### src/rtl/sutx_pkg.sv
package sutx_pkg;

    localparam int FRAME_BITS = 12;

    typedef enum logic [1:0] {
        SQ_IDLE,
        SQ_LOAD,
        SQ_WAIT,
        SQ_GAP
    } seq_state_t;

    // Shifted out from bit 0 upward
    typedef struct packed {
        logic [1:0] stop;
        logic       parity;
        logic [7:0] data;
        logic       start;
    } frame_t;

    function automatic frame_t make_frame(input logic [7:0] d);
        frame_t f;
        f.stop   = 2'b11;
        f.parity = ^d;
        f.data   = d;
        f.start  = 1'b0;
        return f;
    endfunction

    function automatic int bit_cycles(input longint clk_hz, input longint baud);
        return int'((clk_hz + baud / 2) / baud);
    endfunction

    function automatic int gap_cycles(input longint clk_hz, input longint usec);
        return int'((clk_hz * usec) / 64'd1_000_000);
    endfunction

endpackage

### src/rtl/sutx_shifter.sv
module sutx_shifter
    import sutx_pkg::*;
#(
    parameter int BIT_CYC = 434
) (
    input  logic       clk,
    input  logic       rst,
    input  logic       load_i,
    input  logic [7:0] byte_i,
    output logic       tx_o,
    output logic       active_o,
    output logic       frame_done_o
);

    localparam int CW = (BIT_CYC > 1) ? $clog2(BIT_CYC) : 1;

    logic [FRAME_BITS-1:0] sh_q;
    logic                  active_q;
    logic [CW-1:0]         cyc_q;
    logic [3:0]            left_q;
    logic                  done_q;

    always_ff @(posedge clk) begin
        if (rst) begin
            sh_q     <= '1;
            active_q <= 1'b0;
            cyc_q    <= '0;
            left_q   <= '0;
            done_q   <= 1'b0;
        end else begin
            done_q <= 1'b0;
            if (!active_q) begin
                if (load_i) begin
                    sh_q     <= make_frame(byte_i);
                    active_q <= 1'b1;
                    cyc_q    <= CW'(BIT_CYC - 1);
                    left_q   <= 4'(FRAME_BITS - 1);
                end
            end else if (cyc_q == '0) begin
                if (left_q == '0) begin
                    active_q <= 1'b0;
                    done_q   <= 1'b1;
                end else begin
                    sh_q   <= {1'b1, sh_q[FRAME_BITS-1:1]};
                    left_q <= left_q - 4'd1;
                    cyc_q  <= CW'(BIT_CYC - 1);
                end
            end else begin
                cyc_q <= cyc_q - CW'(1);
            end
        end
    end

    assign tx_o         = active_q ? sh_q[0] : 1'b1;
    assign active_o     = active_q;
    assign frame_done_o = done_q;


    start_bit_chk: assert property (@(posedge clk) disable iff (rst)
        (load_i && !active_q) |=> (tx_o == 1'b0));


    last_stop_chk: assert property (@(posedge clk) disable iff (rst)
        (active_q && cyc_q == '0 && left_q == '0) |-> (tx_o == 1'b1));


    load_idle_chk: assert property (@(posedge clk) disable iff (rst)
        load_i |-> !active_q);

endmodule

### src/rtl/sutx_gap_timer.sv
module sutx_gap_timer #(
    parameter int GAP_LOAD = 49997
) (
    input  logic clk,
    input  logic rst,
    input  logic load_i,
    output logic run_o
);

    localparam int GW = (GAP_LOAD > 0) ? $clog2(GAP_LOAD + 1) : 1;

    logic [GW-1:0] cnt_q;
    logic          run_q;

    always_ff @(posedge clk) begin
        if (rst) begin
            cnt_q <= '0;
            run_q <= 1'b0;
        end else if (load_i) begin
            cnt_q <= GW'(GAP_LOAD);
            run_q <= 1'b1;
        end else if (run_q) begin
            if (cnt_q == '0) begin
                run_q <= 1'b0;
            end else begin
                cnt_q <= cnt_q - GW'(1);
            end
        end
    end

    assign run_o = run_q;

endmodule

### src/rtl/sutx_sequencer.sv
module sutx_sequencer
    import sutx_pkg::*;
#(
    parameter int         REPS        = 10,
    parameter int         CMD_BYTES   = 8,
    parameter logic [7:0] UNLOCK_BYTE = 8'hD4
) (
    input  logic                   clk,
    input  logic                   rst,
    input  logic                   start_i,
    input  logic [CMD_BYTES*8-1:0] payload_i,
    input  logic                   frame_done_i,
    input  logic                   frame_active_i,
    input  logic                   gap_run_i,
    output logic                   load_o,
    output logic [7:0]             byte_o,
    output logic                   gap_load_o,
    output logic                   busy_o,
    output logic                   done_o
);

    localparam int PW   = CMD_BYTES * 8;
    localparam int NTOT = REPS + CMD_BYTES;
    localparam int IW   = $clog2(NTOT + 1);
    localparam int LAST = NTOT - 1;

    seq_state_t    st_q;
    logic [IW-1:0] idx_q;
    logic [PW-1:0] pay_q;
    logic          done_q;
    logic          in_unlock;

    assign in_unlock  = (idx_q < IW'(REPS));
    assign load_o     = (st_q == SQ_LOAD) || (st_q == SQ_GAP && !gap_run_i);
    assign byte_o     = in_unlock ? UNLOCK_BYTE : pay_q[7:0];
    assign gap_load_o = (st_q == SQ_WAIT) && frame_done_i && in_unlock;
    assign busy_o     = (st_q != SQ_IDLE);
    assign done_o     = done_q;

    always_ff @(posedge clk) begin
        if (rst) begin
            st_q   <= SQ_IDLE;
            idx_q  <= '0;
            pay_q  <= '0;
            done_q <= 1'b0;
        end else begin
            done_q <= 1'b0;
            case (st_q)
                SQ_IDLE: begin
                    if (start_i) begin
                        pay_q <= payload_i;
                        idx_q <= '0;
                        st_q  <= SQ_LOAD;
                    end
                end
                SQ_LOAD: st_q <= SQ_WAIT;
                SQ_GAP: begin
                    if (!gap_run_i) st_q <= SQ_WAIT;
                end
                SQ_WAIT: begin
                    if (frame_done_i) begin
                        if (idx_q == IW'(LAST)) begin
                            st_q   <= SQ_IDLE;
                            done_q <= 1'b1;
                        end else begin
                            idx_q <= idx_q + IW'(1);
                            st_q  <= in_unlock ? SQ_GAP : SQ_LOAD;
                        end
                    end
                end
                default: st_q <= SQ_IDLE;
            endcase
            if (load_o && !in_unlock) begin
                pay_q <= pay_q >> 8;
            end
        end
    end


    done_idle_chk: assert property (@(posedge clk) disable iff (rst)
        done_o |-> !busy_o);


    done_pulse_chk: assert property (@(posedge clk) disable iff (rst)
        done_o |=> !done_o);


    ignore_start_chk: assert property (@(posedge clk) disable iff (rst)
        (busy_o && start_i) |=> (idx_q >= $past(idx_q)));


    gap_quiet_chk: assert property (@(posedge clk) disable iff (rst)
        (st_q == SQ_GAP) |-> !frame_active_i);

endmodule

### src/rtl/sensor_unlock_tx.sv
module sensor_unlock_tx
    import sutx_pkg::*;
#(
    parameter int         CLK_FREQ    = 50_000_000,
    parameter int         BAUD        = 115_200,
    parameter int         GAP_US      = 1000,
    parameter logic [7:0] UNLOCK_BYTE = 8'hD4,
    parameter int         UNLOCK_REPS = 10,
    parameter int         CMD_BYTES   = 8
) (
    input  logic                   clk,
    input  logic                   rst,
    input  logic                   start,
    input  logic [CMD_BYTES*8-1:0] cmd_word,
    output logic                   tx,
    output logic                   busy,
    output logic                   done
);

    localparam int BIT_CYC  = bit_cycles(CLK_FREQ, BAUD);
    localparam int GAP_CYC  = gap_cycles(CLK_FREQ, GAP_US);
    // Three cycles of the idle gap are spent in the handoff registers
    localparam int GAP_LOAD = GAP_CYC - 3;

    logic       load;
    logic [7:0] tx_byte;
    logic       frame_active;
    logic       frame_done;
    logic       gap_load;
    logic       gap_run;

    sutx_sequencer #(
        .REPS        (UNLOCK_REPS),
        .CMD_BYTES   (CMD_BYTES),
        .UNLOCK_BYTE (UNLOCK_BYTE)
    ) u_seq (
        .clk            (clk),
        .rst            (rst),
        .start_i        (start),
        .payload_i      (cmd_word),
        .frame_done_i   (frame_done),
        .frame_active_i (frame_active),
        .gap_run_i      (gap_run),
        .load_o         (load),
        .byte_o         (tx_byte),
        .gap_load_o     (gap_load),
        .busy_o         (busy),
        .done_o         (done)
    );

    sutx_gap_timer #(
        .GAP_LOAD (GAP_LOAD)
    ) u_gap (
        .clk    (clk),
        .rst    (rst),
        .load_i (gap_load),
        .run_o  (gap_run)
    );

    sutx_shifter #(
        .BIT_CYC (BIT_CYC)
    ) u_shift (
        .clk          (clk),
        .rst          (rst),
        .load_i       (load),
        .byte_i       (tx_byte),
        .tx_o         (tx),
        .active_o     (frame_active),
        .frame_done_o (frame_done)
    );


    idle_line_chk: assert property (@(posedge clk) disable iff (rst)
        !busy |-> tx);

endmodule

### config.mk
export PLATFORM = sky130hd
export DESIGN_NAME = sensor_unlock_tx
export DESIGN_NICKNAME = d
export VERILOG_FILES = /design/src/rtl/sutx_pkg.sv /design/src/rtl/sutx_shifter.sv /design/src/rtl/sutx_gap_timer.sv /design/src/rtl/sutx_sequencer.sv /design/src/rtl/sensor_unlock_tx.sv
export SDC_FILE = /design/constraint.sdc
export NUM_CORES = 1
export LEC_CHECK = 0
export BUFFER_PORTS_ARGS = -buffer_cell sky130_fd_sc_hd__buf_2
export CAP_MARGIN = 5
export CORE_MARGIN = 2
export CORE_UTILIZATION = 30
export DETAILED_ROUTE_END_ITERATION = 6
export PLACE_DENSITY = 0.48
export SETUP_SLACK_MARGIN = 0.2
export SLEW_MARGIN = 20
export SYNTH_ARGS = -nofsm -noshare
export SYNTH_HDL_FRONTEND = slang
export SYNTH_SLANG_ARGS = --single-unit
### constraint.sdc
create_clock -name clk -period 3.6 [get_ports clk]
set_input_delay 0.18 -clock clk [delete_from_list [all_inputs] [get_ports clk]]
set_output_delay 0.18 -clock clk [all_outputs]
set_load 0.005 [all_outputs]
==> impl_results.md <==
- Outcome: finished, final reports clean
- Post-synthesis sequential area ratio: 44.4%
- CP max FO: 17
- Die Ht: 135 um
- First-pass GRT wire length: 21.2 mm
- Distinct cells, synth: 46
- Gr usage total: 14.4%
- R2R cell count: 7
- Vias: 4540
- Synthesized-area fraction occupied by adder cells: 1.46%
- CORE AREA: 16600 um^2
- Average routed wire per standard cell: 13.9 um
- Synth Area in Simple Gates: 26.5%
- CTS tree: done
- Synth Instances: 628
- Worst Setup SP: u_shift.cyc_q[0]$_SDFFE_PP0P_
- Setup violators final: 0
- Register-to-register setup slack: 1.24 ns
- First-pass detailed-route iteration total: 4
- GP Congestion: 0.755
- Slew Viols, Final: 0
- Pin count of the biggest net entering global routing: 81
- Final WS setup: 1.24 ns
- CTS sink cnt: 114
- Synth area leader: dfxtp_1
- Clk_skew: 0.00811 ns
- Synth top area cells: dfxtp_1 44%, nand2_1 10%, a311oi_1 9.9%
- R2R Path End: u_shift.left_q[2]$_SDFFE_PP0P_
- Mapped Nets: 701
- RSZ-0062 raised after global routing: no
- Post-synthesis compound-gate area fraction: 18.0%
- Max Cap Violations: 0
- Layout Cell Area excl Fill: 6320 um^2
- Hold_ws: 0.0112 ns
- CTS HTree Levels: 4
- Dpl cells: 880
- Util after Layout: 38.0%
- Max IR drop VDD: 0.346 mV
- Initial antenna violation count: 0
- Post-synth ARST share: 0%
- Port Buffers: 69
- Pwr/cell area: 565 nW/um^2
- Clock buffer depth: 2
- Reg2reg start: u_shift.cyc_q[0]$_SDFFE_PP0P_
- Hold Crit Class: in2reg
- Synth Flop Type: dfxtp_1
- Ant. Diodes: 0
- NumNets Final: 756
- Critical Path End: u_shift.left_q[2]$_SDFFE_PP0P_
- Dpl cell area: 5650 um^2
- Vias in the first global route: 4399
- Crit path kind: reg2reg
- Yosys top cell area share: 44.4%
- Minimum clock period: 2.36 ns
- DIE AREA: 18200 um^2
- Fraction of synthesized area in multiplexers: 0.803%
- Final Hold Viols: 0
- CP endpoint kind: register
- Area Overhead vs Synth: 22.9%
- HPWL Detailed: 8.33 mm
- Worst-Skew Late Latency: 0.42 ns
- Reg clk slew, reported paths: 0.05 ns
- Tcrit/Tclk final: 65.4%
- CP required: 3.93 ns
- Largest family of logic cells by synthesized area: simple AND/OR/NAND/NOR gates
- Post-DRT Antenna Nets: 0
- Yosys reg bits: 114
- Critical path startpoint category: register
- Root Driver: clkbuf_16
- Layout cells sized above 1: 16.8%
- Pre-CTS setup slack: 1.06 ns
- Actual slew at the worst max-slew pin: 0.808 ns
- Post-Synth XOR/XNOR Area: 4.60%
- Slew margin rel.: 46.1%
- Setup TNS: 0 ns
- Synth warn: 0
- I/O pins: 70
- First DRT Iteration DRCs: 314
- Initial Utilization: 30.9%
- P_leak: 2.48 nW
- Total wire length: 12.7 mm
- Post-CTS Setup Bufs: 0
- Finished Layout Cells: 916
- GR Overflow Total: 0
- CTS buffer count: 17
- Cell Area, Synth: 5140 um^2
- HP Start: cmd_word[59]
- Crit path DAT: 2.68 ns
- EDFF count, synth: 0
- Die Width: 135 um
- Syn Area/Cell: 8.18 um^2
- Pwr Total: 3.57 mW
- DRC errors left: 0
- Max Freq: 425 MHz
- Rows: 47
- Via density: 4.96
==> how the worst min path moves through the flow <==
stage	to	slack (ns)	depth (start not counted)
finish	u_seq.pay_q[59]$_SDFFE_PP0P_	0.01	3
global placement	u_seq.pay_q[62]$_SDFFE_PP0P_	0.42	3
detailed placement	u_seq.pay_q[56]$_SDFFE_PP0P_	0.44	3
CTS	u_seq.pay_q[61]$_SDFFE_PP0P_	0.0004	3
global route	u_seq.pay_q[58]$_SDFFE_PP0P_	0.02	3
floorplan	u_seq.pay_q[56]$_SDFFE_PP0P_	0.32	2
==> critical path, stage by stage, from the launching register on <==
cell and delay (ns):
dfxtp_1 0.33, inv_1 0.06, ha_1 0.17, or4b_1 0.60, nor3_2 0.29, o21ai_2 0.24, or3_1 0.37, a211oi_1 0.21
==> timing repair <==
item,CTS,global route
endpoints found under the hold margin,4,0
hold buffers,4,0
gates resized for setup,0,0
==> logic make-up after synthesis <==
group | Yosys count
muxes | 4
DFF | 114
AOI/OAI and AO/OA | 121
and+or+nand+nor | 298
adders and majority gates | 6
xor gates and xnor gates | 27
buffers and inverters | 58
==> final cells by class <==
| class | count | area (um^2) |
|---|---|---|
| clock inverter | 10 | 130 |
| multi-input combinational | 456 | 2660 |
| fill | 1692 | 10300 |
| tap | 220 | 275 |
| inverter | 15 | 56.3 |
| timing repair buffer | 79 | 430 |
| clock buffer | 22 | 484 |
| sequential | 114 | 2280 |
==> synthesized netlist by cell type (3+ instances only) <==
master / number
o221ai_1: 4
xor2_1: 4
nand2_1: 142
nand3_1: 6
a211oi_1: 4
nand3b_1: 7
o21ai_1: 6
nor3_1: 13
a221oi_1: 5
nor2b_1: 4
clkbuf_1: 40
xnor2_1: 23
ha_1: 6
or4b_1: 3
and2_1: 3
a21oi_1: 29
inv_1: 15
o21bai_1: 5
dfxtp_1: 114
mux2i_1: 3
nor4_1: 5
or3_1: 7
a311oi_1: 58
nand2b_1: 8
nor2_1: 86
==> where the power goes <==
part	internal (mW)	leakage (nW)	switching (mW)
sequential	1.36	0.933	0.0647
clock	1.15	0.302	0.578
combinational	0.180	1.25	0.237
total	2.69	2.48	0.880
==> state kept, by name, indices dropped and copies added, names as in the netlist <==
name,flops
u_shift.sh_q,10
u_gap.cnt_q,16
u_shift.frame_done_o,1
u_seq.idx_q,5
u_seq.done_o,1
u_seq.pay_q,64
u_gap.run_o,1
u_shift.left_q,4
u_shift.active_o,1
u_seq.st_q,2
u_shift.cyc_q,9
==> per-layer routing <==
layer | vias to the layer above | GRT usage [%] | share of wire (%)
li1 | 2321 | - | -
met1 | 2123 | 18.9 | 49
met2 | 78 | 22.3 | 45
met3 | 18 | 3.87 | 3.9
met4 | 0 | 6.37 | 1.6
met5 | - | 0 | 0
==> placed cells by master (no fill, tap or decap), types with 5 or more instances in the layout <==
| cell type | n |
|---|---|
| a21oi_1 | 29 |
| nand3b_1 | 7 |
| or3_1 | 7 |
| clkbuf_16 | 17 |
| o21ai_1 | 5 |
| ha_1 | 6 |
| buf_4 | 6 |
| clkinv_2 | 5 |
| xnor2_1 | 23 |
| inv_1 | 15 |
| dfxtp_1 | 114 |
| nor4_1 | 5 |
| nand3_1 | 6 |
| a311oi_1 | 58 |
| a221oi_1 | 5 |
| nor2_1 | 86 |
| buf_2 | 69 |
| o21bai_1 | 5 |
| nor3_1 | 13 |
| nand2b_1 | 8 |
| nand2_1 | 140 |
No activity file was read; power rests on OpenSTA's default activity.
